--- src/rtl/ssl_pkg.sv ---
package ssl_pkg;
  localparam int TEST_W = 2;

  typedef enum logic [TEST_W-1:0] {
    TM_LOCK  = 2'b00,
    TM_DIV   = 2'b01,
    TM_REF   = 2'b10,
    TM_LOCK2 = 2'b11
  } test_mode_e;
endpackage

--- src/rtl/ssl_sync.sv ---
module ssl_rst_release #(
  parameter int STAGES = 2
) (
  input  logic clk,
  input  logic rst_n_async,
  output logic rst_n_sync
);
  logic [STAGES-1:0] chain_q;

  always_ff @(posedge clk or negedge rst_n_async) begin
    if (!rst_n_async) chain_q <= '0;
    else              chain_q <= {chain_q[STAGES-2:0], 1'b1};
  end

  assign rst_n_sync = chain_q[STAGES-1];
endmodule

module ssl_sync #(
  parameter int W      = 3,
  parameter int STAGES = 2
) (
  input  logic         clk,
  input  logic         rst_n,
  input  logic [W-1:0] d_async,
  output logic [W-1:0] q_sync
);
  logic [W-1:0] stage_q [STAGES];

  genvar s;
  generate
    for (s = 0; s < STAGES; s++) begin : g_stage
      if (s == 0) begin : g_first
        always_ff @(posedge clk or negedge rst_n) begin
          if (!rst_n) stage_q[0] <= '0;
          else        stage_q[0] <= d_async;
        end
      end else begin : g_rest
        always_ff @(posedge clk or negedge rst_n) begin
          if (!rst_n) stage_q[s] <= '0;
          else        stage_q[s] <= stage_q[s-1];
        end
      end
    end
  endgenerate

  assign q_sync = stage_q[STAGES-1];
endmodule

--- src/rtl/ssl_shifter.sv ---
module ssl_shifter #(
  parameter int LONG_LEN  = 19,
  parameter int SHORT_LEN = 18
) (
  input  logic                clk,
  input  logic                rst_n,
  input  logic                sclk_s,
  input  logic                sdata_s,
  input  logic                en_s,
  input  logic                mode_long,
  output logic                frame_done,
  output logic [LONG_LEN-1:0] frame_word
);
  localparam int CNT_W = $clog2(LONG_LEN + 1);
  localparam logic [CNT_W-1:0] LONG_C  = CNT_W'(LONG_LEN);
  localparam logic [CNT_W-1:0] SHORT_C = CNT_W'(SHORT_LEN);

  logic                sclk_d_q;
  logic [CNT_W-1:0]    cnt_q, cnt_n;
  logic [LONG_LEN-1:0] shreg_q, shreg_n, shifted;
  logic                full_q, full_n;
  logic                fdone_q, fdone_n;
  logic [LONG_LEN-1:0] fword_q, fword_n;
  logic                fall, take, hit;
  logic [CNT_W-1:0]    term_len, cnt_inc;

  // next-state logic
  always_comb begin
    fall     = sclk_d_q & ~sclk_s;
    take     = fall & en_s & ~full_q;
    term_len = mode_long ? LONG_C : SHORT_C;
    cnt_inc  = cnt_q + 1'b1;
    hit      = take && (cnt_inc == term_len);
    shifted  = {shreg_q[LONG_LEN-2:0], sdata_s};

    shreg_n  = take ? shifted : shreg_q;

    if (!en_s)     cnt_n = '0;
    else if (take) cnt_n = cnt_inc;
    else           cnt_n = cnt_q;

    if (!en_s)     full_n = 1'b0;
    else if (hit)  full_n = 1'b1;
    else           full_n = full_q;

    fdone_n = hit;
    fword_n = hit ? shifted : fword_q;
  end

  // registers
  always_ff @(posedge clk or negedge rst_n) begin
    if (!rst_n) begin
      sclk_d_q <= 1'b0;
      cnt_q    <= '0;
      shreg_q  <= '0;
      full_q   <= 1'b0;
      fdone_q  <= 1'b0;
      fword_q  <= '0;
    end else begin
      sclk_d_q <= sclk_s;
      cnt_q    <= cnt_n;
      shreg_q  <= shreg_n;
      full_q   <= full_n;
      fdone_q  <= fdone_n;
      fword_q  <= fword_n;
    end
  end

  assign frame_done = fdone_q;
  assign frame_word = fword_q;

  // idle enable clears the bit count
  p_cnt_idle_r5: assert property (@(posedge clk) disable iff (!rst_n)
    !en_s |=> (cnt_q == '0));

  // count never passes the longest frame
  p_cnt_bound_r3: assert property (@(posedge clk) disable iff (!rst_n)
    cnt_q <= LONG_C);

  // a completed frame freezes the shift register
  p_full_freeze_r7: assert property (@(posedge clk) disable iff (!rst_n)
    full_q |=> $stable(shreg_q));

  // a frame-done pulse is only seen with the full flag set
  p_done_full_r7: assert property (@(posedge clk) disable iff (!rst_n)
    fdone_q |-> full_q);
endmodule

--- src/rtl/ssl_latch.sv ---
module ssl_latch
  import ssl_pkg::*;
#(
  parameter int LONG_LEN  = 19,
  parameter int SHORT_LEN = 18,
  parameter int BAND_N    = 4,
  localparam int RATIO_W  = LONG_LEN - BAND_N - TEST_W,
  localparam int RATIO_S  = SHORT_LEN - BAND_N - TEST_W
) (
  input  logic                clk,
  input  logic                rst_n,
  input  logic                frame_done,
  input  logic [LONG_LEN-1:0] frame_word,
  input  logic                mode_long,
  output logic [RATIO_W-1:0]  ratio,
  output logic [BAND_N-1:0]   band_on,
  output logic [TEST_W-1:0]   test_sel,
  output logic                load_strobe
);
  logic [RATIO_W-1:0] ratio_q, ratio_n, ratio_x;
  logic [BAND_N-1:0]  band_q, band_n, band_x;
  logic [TEST_W-1:0]  test_q, test_n, test_x;
  logic               stb_q;

  // field extraction depends on the strapped frame length
  always_comb begin
    if (mode_long) begin
      band_x  = frame_word[LONG_LEN-1 -: BAND_N];
      test_x  = frame_word[LONG_LEN-BAND_N-1 -: TEST_W];
      ratio_x = frame_word[RATIO_W-1:0];
    end else begin
      band_x  = frame_word[SHORT_LEN-1 -: BAND_N];
      test_x  = frame_word[SHORT_LEN-BAND_N-1 -: TEST_W];
      ratio_x = RATIO_W'(frame_word[RATIO_S-1:0]);
    end
    ratio_n = frame_done ? ratio_x : ratio_q;
    band_n  = frame_done ? band_x  : band_q;
    test_n  = frame_done ? test_x  : test_q;
  end

  always_ff @(posedge clk or negedge rst_n) begin
    if (!rst_n) begin
      ratio_q <= '0;
      band_q  <= '0;
      test_q  <= '0;
      stb_q   <= 1'b0;
    end else begin
      ratio_q <= ratio_n;
      band_q  <= band_n;
      test_q  <= test_n;
      stb_q   <= frame_done;
    end
  end

  assign ratio       = ratio_q;
  assign band_on     = band_q;
  assign test_sel    = test_q;
  assign load_strobe = stb_q;

  // no transfer request means the latches hold
  p_hold_r5: assert property (@(posedge clk) disable iff (!rst_n)
    !frame_done |=> ($stable(ratio_q) && $stable(band_q) && $stable(test_q)));

  // strobe is a single-cycle pulse
  p_strobe_one_r7: assert property (@(posedge clk) disable iff (!rst_n)
    stb_q |=> !stb_q);

  // each transfer request yields a strobe
  p_strobe_follow_r7: assert property (@(posedge clk) disable iff (!rst_n)
    frame_done |=> stb_q);
endmodule

--- src/rtl/synth_serial_loader.sv ---
module synth_serial_loader
  import ssl_pkg::*;
#(
  parameter int LONG_LEN    = 19,
  parameter int SHORT_LEN   = 18,
  parameter int BAND_N      = 4,
  parameter int SYNC_STAGES = 2,
  localparam int RATIO_W    = LONG_LEN - BAND_N - TEST_W
) (
  input  logic               clk,
  input  logic               rst_n,
  input  logic               mode_long,
  input  logic               ser_clk,
  input  logic               ser_data,
  input  logic               ser_en,
  input  logic               lock_det,
  input  logic               div_tap,
  input  logic               ref_tap,
  output logic [RATIO_W-1:0] ratio,
  output logic [BAND_N-1:0]  band_on,
  output logic [TEST_W-1:0]  test_sel,
  output logic               ld_out,
  output logic               load_strobe
);
  logic                rst_n_s;
  logic [2:0]          ser_s;
  logic                frame_done;
  logic [LONG_LEN-1:0] frame_word;

  ssl_rst_release #(.STAGES(2)) u_rst (
    .clk         (clk),
    .rst_n_async (rst_n),
    .rst_n_sync  (rst_n_s)
  );

  ssl_sync #(.W(3), .STAGES(SYNC_STAGES)) u_sync (
    .clk     (clk),
    .rst_n   (rst_n_s),
    .d_async ({ser_en, ser_clk, ser_data}),
    .q_sync  (ser_s)
  );

  ssl_shifter #(.LONG_LEN(LONG_LEN), .SHORT_LEN(SHORT_LEN)) u_shift (
    .clk        (clk),
    .rst_n      (rst_n_s),
    .sclk_s     (ser_s[1]),
    .sdata_s    (ser_s[0]),
    .en_s       (ser_s[2]),
    .mode_long  (mode_long),
    .frame_done (frame_done),
    .frame_word (frame_word)
  );

  ssl_latch #(.LONG_LEN(LONG_LEN), .SHORT_LEN(SHORT_LEN), .BAND_N(BAND_N)) u_latch (
    .clk         (clk),
    .rst_n       (rst_n_s),
    .frame_done  (frame_done),
    .frame_word  (frame_word),
    .mode_long   (mode_long),
    .ratio       (ratio),
    .band_on     (band_on),
    .test_sel    (test_sel),
    .load_strobe (load_strobe)
  );

  // lock-detect pin source selection
  always_comb begin
    unique case (test_mode_e'(test_sel))
      TM_DIV:  ld_out = div_tap;
      TM_REF:  ld_out = ref_tap;
      default: ld_out = lock_det;
    endcase
  end

  // the test field is only taken from a completed frame
  p_test_load_r8: assert property (@(posedge clk) disable iff (!rst_n_s)
    !$stable(test_sel) |-> load_strobe);

  // band outputs only move together with a load strobe
  p_band_load_r6: assert property (@(posedge clk) disable iff (!rst_n_s)
    !$stable(band_on) |-> load_strobe);
endmodule

--- config.mk ---
export PLATFORM = sky130hd
export DESIGN_NAME = synth_serial_loader
export DESIGN_NICKNAME = d
export VERILOG_FILES = /design/src/rtl/ssl_pkg.sv /design/src/rtl/ssl_sync.sv /design/src/rtl/ssl_shifter.sv /design/src/rtl/ssl_latch.sv /design/src/rtl/synth_serial_loader.sv
export SDC_FILE = /design/constraint.sdc
export NUM_CORES = 1
export LEC_CHECK = 0
export BUFFER_PORTS_ARGS = -buffer_cell sky130_fd_sc_hd__buf_2
export CAP_MARGIN = 20
export CORE_UTILIZATION = 40
export DETAILED_ROUTE_END_ITERATION = 7
export PLACE_DENSITY = 0.61
export SYNTH_ARGS = -nofsm -noshare
export SYNTH_HDL_FRONTEND = slang
export SYNTH_SLANG_ARGS = --single-unit
--- constraint.sdc ---
create_clock -name clk -period 3 [get_ports clk]
set_input_delay 0.6 -clock clk [delete_from_list [all_inputs] [get_ports clk]]
set_output_delay 0.6 -clock clk [all_outputs]
set_load 0.01 [all_outputs]
==> run metrics, run 1 <==
status finished clean; Fin. Hold Viols 0; I/O pins 30; Warnings, synthesis 0; Die Area 7509 um^2; Layout Nets 235; clk root buf clkbuf_8; RSZ-0062 raised after global routing false; arrival time at the worst endpoint 2.42 ns; Starting Density 41.73%; deepest clock path buffer count 2; Post-CTS Hold Buffers 0; CP startpoint kind flip-flop; HPWL Detailed 2492 um; Max Cap Viol 0; initial DRC count 80; commonest non-fill, non-tap cells in the layout 72 x dfrtp_1, 39 x mux2_2, 29 x buf_2; Total Wirelength 4060 um; Final Setup Violations 0; fmax 454.2 MHz; Site Rows 30; clk slew on worst S/H paths 0.07 ns; relative slew slack 41.22%; Placer Congestion 0.7263; Post-CTS Setup Bufs 0; CTS sink count 73; vias per inst 4.651; area grow syn2layout 15.41%; Post-Syn Nets 201; fin crit share 73.39%; critical path's largest stage delay 0.52 ns; initial antenna violation count 0; ANT nets after route 0; cell chain of the critical path ha_1 > nor3b_1 > a31oi_1 > or4b_1 > buf_4 > mux2_4; P_leak 1.681 nW; routed via count 1,507; final setup skew 0.003681 ns; Worst Path Max Fanout 19; ys flop type dfrtp_1; layout cell share with drive strength beyond 1 42.98%; Inserted Clock Buffers 9; crit path buf inv count 1; sequential fraction of the synthesis area 63.73%; residual DRC count 0; Final min period 2.202 ns; Distinct cells, synth 34; Syn Std Cell Area 2866 um^2; post_cts resized 0; slowest CP cell or4b_1; total power 1.962 mW; Peak VDD IR 0.2358 mV; CP required 3.22 ns; pin count of the biggest net entering global routing 72; vias in the first global route 1,497; worst slew pin tran 0.8817 ns; CTS tree done; family with the most delay on the worst path simple AND/OR/NAND/NOR gates; core area 6869 um^2; HP Class in -> async; PD cells 593.0 nW/um^2; first-pass GRT wire length 7169 um; most common cell after layout, fill and taps aside dfrtp_1; Worst Path Class, Setup reg -> reg; Async SR Flop Fraction 100.0%; Setup Total Neg Slack 0 ns; Synth Register Bits 73; Mapped Cells 189; CP Capture Type flip-flop; gr usage total 12.82%; first-pass iteration count of the detailed router 3; Die Y 86.66 um; Diodes inserted 0; GR Overflow Total 0; fin. max-slew vios 0; width of the chip 86.66 um; Mean Syn Cell Area 15.17 um^2; Clk Latency, worst-skew pair 0.33 ns; routed len/inst 12.53 um; port buffer count 29; Max H-tree Level 3; number of flops mapped to enable cells by yosys 0
## worst paths after layout
check	start	to	slack, ns	cells past startpoint
min in group clk	u_sync.stage_q[3]$_DFF_PN0_	u_sync.q_sync[0]$_DFF_PN0_	0.35	0
worst min register to register	u_sync.stage_q[3]$_DFF_PN0_	u_sync.q_sync[0]$_DFF_PN0_	0.35	0
max in group asynchronous	u_rst.chain_q[1]$_DFF_PN0_	u_latch.ratio[12]$_DFFE_PN0P_	1.95	1
worst min-delay path	rst_n	u_rst.chain_q[1]$_DFF_PN0_	0.04	1
worst max register to register	u_shift.cnt_q[0]$_DFFE_PN0P_	u_shift.frame_word[10]$_DFFE_PN0P_	0.80	6
worst max-delay path	u_shift.cnt_q[0]$_DFFE_PN0P_	u_shift.frame_word[10]$_DFFE_PN0P_	0.80	6
## sequential cells by signal, summed over array words and instances (netlist names)
signal,flops
u_shift.frame_word,19
u_sync.stage_q,3
u_shift.frame_done,1
u_latch.band_on,4
u_latch.load_strobe,1
u_shift.cnt_q,5
u_shift.shreg_q,18
u_sync.q_sync,3
u_latch.test_sel,2
u_shift.full_q,1
u_latch.ratio,13
u_shift.sclk_d_q,1
u_rst.chain_q,2
## report_power, final
group          switching [mW]  internal (mW)  total (mW)
sequential             0.0394           1.04        1.08
combinational          0.0398         0.0511      0.0909
clock                   0.339          0.452       0.791
total                   0.418           1.54        1.96
## worst register-to-register path: cells and delay by family (launching register included)
kind                       cells  cell delay [ns]
adders and majority gates      1             0.26
muxes                          1             0.33
and+or+nand+nor                2             0.71
buffers and inverters          1             0.25
AOI/OAI and AO/OA              1             0.10
DFF                            1             0.44
## layout make-up
cell class / count / area (um^2)
Sequential cell: 73 / 1828
Clock inverter: 2 / 35.03
Multi-Input combinational cell: 103 / 969.7
Tap cell: 96 / 120.1
Clock buffer: 14 / 172.7
Fill cell: 625 / 3561
Inverter: 4 / 15.01
Timing Repair Buffer: 32 / 167.7
## synth_stat cells (2+ instances only)
| library cell | instances | share of area (%) |
|---|---|---|
| inv_1 | 4 | 0.52 |
| buf_2 | 2 | 0.35 |
| nor2_1 | 6 | 0.79 |
| clkbuf_1 | 2 | 0.26 |
| mux2i_1 | 6 | 2.1 |
| nand2_1 | 3 | 0.39 |
| xnor2_1 | 3 | 0.92 |
| and2_1 | 5 | 1.1 |
| buf_1 | 2 | 0.26 |
| ha_1 | 3 | 1.3 |
| dfrtp_1 | 73 | 64 |
| mux2_4 | 10 | 5.2 |
| nor3b_1 | 2 | 0.52 |
| buf_6 | 2 | 0.79 |
| xor2_1 | 2 | 0.61 |
| nand4_1 | 2 | 0.44 |
| o21ai_0 | 2 | 0.35 |
| mux2_2 | 39 | 15 |
| a21oi_1 | 6 | 1.0 |
## cells by family (layout without fill, tap and decap cells)
kind of cell / Yosys count / after routing / share of synthesized area [%]
muxes: 55 / 55 / 22.65
AOI/OAI and AO/OA: 14 / 14 / 3.056
buffers and inverters: 13 / 52 / 2.444
other: 1 / 1 / 0.1308
DFF: 73 / 73 / 63.73
xor gates and xnor gates: 5 / 5 / 1.528
and+or+nand+nor: 25 / 25 / 5.150
adders and majority gates: 3 / 3 / 1.310
## routing by layer
layer / up-vias / track usage [%] / wire [um]
met5: - / 0 / 0
met2: 30 / 17.97 / 1754
met1: 744 / 17.58 / 2091
met3: 6 / 3.429 / 137
met4: 0 / 8.182 / 76
li1: 727 / - / -
## through the flow
step / instance area [um^2] / std cells / util (%) / setup slack (ns) / hold WS [ns]
2_1_floorplan: 2867 / 189 / - / 0.7603 / 0.3044
3_3_place_gp: 3100 / 308 / 45.14 / 0.6714 / 0.3336
3_5_place_dp: 3100 / 308 / 45.14 / 0.6135 / 0.3347
4_1_cts: 3308 / 324 / 48.16 / 0.7973 / 0.01901
5_1_grt: 3308 / 324 / 48.16 / 0.6941 / 0.01549
6_report: 3308 / 324 / 48.16 / 0.7984 / 0.03589
No activity file was read; power rests on OpenSTA's default activity.
==> run 2: changes to the inputs <==
ABC_AREA = 1   (was not set)
PLACE_DENSITY = 0.63   (was 0.61)
clock period = 1.9 ns   (was 3 ns; I/O delays follow)
==> run metrics, run 2 <==
Finished Layout Cells 424 (+31%); vias in the first global route 1,965 (+31%); Starting Density 42.07% (+0.33 points); Inserted Clock Buffers 9 (unchanged); port buffer count 29 (unchanged); Hold Path Sink u_sync.stage_q[5]$_DFF_PN0_; Diodes inserted 0 (unchanged); core area 6907 um^2 (+0.55%); reg2reg path depth 9 (+3); Post-Syn Nets 298 (+48%); Final Setup Violations 0 (unchanged); I/O pins 30 (unchanged); residual DRC count 0 (unchanged); worst slew pin tran 0.5782 ns (-0.3036 ns); RSZ-0062 raised after global routing false; CP required 1.52 ns (-1.70 ns); fmax 559.3 MHz; post_cts resized 0 (unchanged); pre-CTS WS 0.2153 ns (-0.3982 ns); Max Cap Viol 0 (unchanged); Worst Path Max Fanout 2 (-17); Max H-tree Level 3 (unchanged); post-synth top area cell dfrtp_1; layout cell share with drive strength beyond 1 22.26% (-21 points); total power 3.091 mW (+58%); Total Wirelength 5065 um (+25%); gr usage total 15.48% (+2.7 points); width of the chip 87.23 um (+0.66%); relative slew slack 61.46% (+20 points); CP Capture Type primary output; reg-to-reg slack, setup 0.21 ns (-0.59 ns); arrival time at the worst endpoint 1.41 ns (-1.01 ns); PD cells 911.7 nW/um^2 (+54%); Synth Register Bits 73 (unchanged); fin. max-slew vios 0 (unchanged); main area contributors after synthesis dfrtp_1 63%, nand2_1 14%, mux2_2 4.7%; PnR worst setup slack 0.1121 ns (-0.6863 ns); Fill cells 689 (+10%); Placed Cells 406 (+32%); family with the most delay on the worst path flip-flops; Final min period 1.788 ns; critical path's largest stage delay 0.35 ns (-0.17 ns); crit path buf inv count 2 (+1); area grow syn2layout 16.71%; commonest non-fill, non-tap cells in the layout 111 x nand2_1, 72 x dfrtp_1, 29 x buf_2; Mapped Cells 286 (+51%); deepest clock path buffer count 2 (unchanged); Post-synth top cells 111 x nand2_1, 73 x dfrtp_1, 21 x nand4_1; design area 3391 um^2 (+2.5%); sequential fraction of the synthesis area 62.88% (-0.85 points); initial antenna violation count 0 (unchanged); Syn Std Cell Area 2905 um^2 (+1.4%); Hold WS 0.1397 ns (+0.1039 ns); final setup skew 0.01180 ns (+0.008117 ns); vias per inst 4.821 (+3.6%); ys flop type dfrtp_1; Worst Path Class, Setup reg -> out; Die Area 7608 um^2 (+1.3%); GR Overflow Total 0 (unchanged); clk root buf clkbuf_8; slowest CP cell dfrtp_1; HPWL Detailed 3466 um (+39%); Setup Total Neg Slack 0 ns (unchanged); first-pass GRT wire length 8776 um (+22%); ANT nets after route 0 (unchanged); pin count of the biggest net entering global routing 48 (-33%); Fin. Hold Viols 0 (unchanged); Placer Congestion 0.8563 (+18%); Site Rows 30 (unchanged); most frequent cell after synthesis nand2_1; most common cell after layout, fill and taps aside nand2_1; initial DRC count 90 (+13%); clk slew on worst S/H paths 0.08 ns (about the same); routed via count 2,044 (+36%); Layout Nets 335 (+43%); P_leak 1.794 nW (+6.7%); worst r2r dst u_shift.frame_word[2]$_DFFE_PN0P_; routed len/inst 11.95 um (-4.7%); HP Class in -> reg; CP startpoint kind flip-flop; Warnings, synthesis 0 (unchanged); Async SR Flop Fraction 100.0% (unchanged); Mean Syn Cell Area 10.16 um^2 (-33%); post-synth top area share 62.88% (-0.85 points); cell chain of the critical path inv_1 > ha_1 > a21oi_1 > a22oi_1 > buf_2; max FFs per register 19 (unchanged); Post-DP Area 3161 um^2 (+1.9%); Clk Latency, worst-skew pair 0.35 ns (+0.02 ns); CTS tree done; worst flop-to-flop path startpoint u_shift.cnt_q[0]$_DFFE_PN0P_; number of flops mapped to enable cells by yosys 0 (unchanged); final core utilization 49.09% (+0.93 points); hold path depth 1; status finished clean; first-pass iteration count of the detailed router 4 (+1); fin crit share 94.10%; Die Y 87.23 um (+0.66%); Distinct cells, synth 25 (-26%); CTS sink count 73 (unchanged); hold_sp ser_en; Peak VDD IR 0.5747 mV (+140%)
run 2: changes by cell type in the layout (fill, tap and decap cells not counted), sizes merged, moves of 6 or more:
cell,previous run,this run
mux2i,6,0
nand4,2,21
o21ai,2,8
mux2,49,12
inv,4,15
nand2,3,112
buf,32,41
run 2: layout make-up:
type	instances	area (um^2)	area share [%]
Clock buffer	11	131.4	3.875
Clock inverter	5	81.33	2.399
Inverter	15	58.81	1.734
Multi-Input combinational cell	182	925.9	27.31
Sequential cell	73	1828	53.91
Tap cell	96	120.1	3.542
Timing Repair Buffer	42	245.2	7.232
run 2: cell families after synthesis:
group                    synth area share [%]
multiplexers                            4.651
AND/OR/NAND/NOR                         21.84
buffers and inverters                   5.254
AO/OA/AOI/OAI                           3.962
adder cells (fa/ha/maj)                 1.292
flip-flops                              62.88
other                                  0.1291
run 2: how the worst max path moves through the flow:
stage | start | to | slack (ns) | cells after the start
floorplan | u_shift.cnt_q[0]$_DFFE_PN0P_ | u_shift.frame_word[14]$_DFFE_PN0P_ | 0.42 | 9
global placement | u_shift.cnt_q[0]$_DFFE_PN0P_ | u_shift.frame_word[7]$_DFFE_PN0P_ | 0.27 | 9
detailed placement | u_shift.cnt_q[0]$_DFFE_PN0P_ | u_shift.frame_word[2]$_DFFE_PN0P_ | 0.22 | 10
CTS | u_latch.test_sel[0]$_DFFE_PN0P_ | ld_out | 0.06 | 5
global route | u_latch.test_sel[0]$_DFFE_PN0P_ | ld_out | 0.02 | 4
finish | u_latch.test_sel[0]$_DFFE_PN0P_ | ld_out | 0.11 | 5
run 2: timing repair:
item	in CTS	in global routing
endpoints found under the setup margin	0	1
hold buffers	1	0
endpoints found under the hold margin	2	0
buffers inserted	0	1
run 2: power breakdown:
part | switching (mW) | internal [mW]
clock | 0.553 | 0.740
sequential | 0.0483 | 1.62
combinational | 0.0883 | 0.0462
run 2: metal layers:
layer	GRT usage (%)	vias to the layer above	wire, um
met5	0	-	0
met4	7.452	0	104
met3	5.213	15	252
met2	25.27	47	2332
met1	18.44	982	2375
li1	-	1000	-
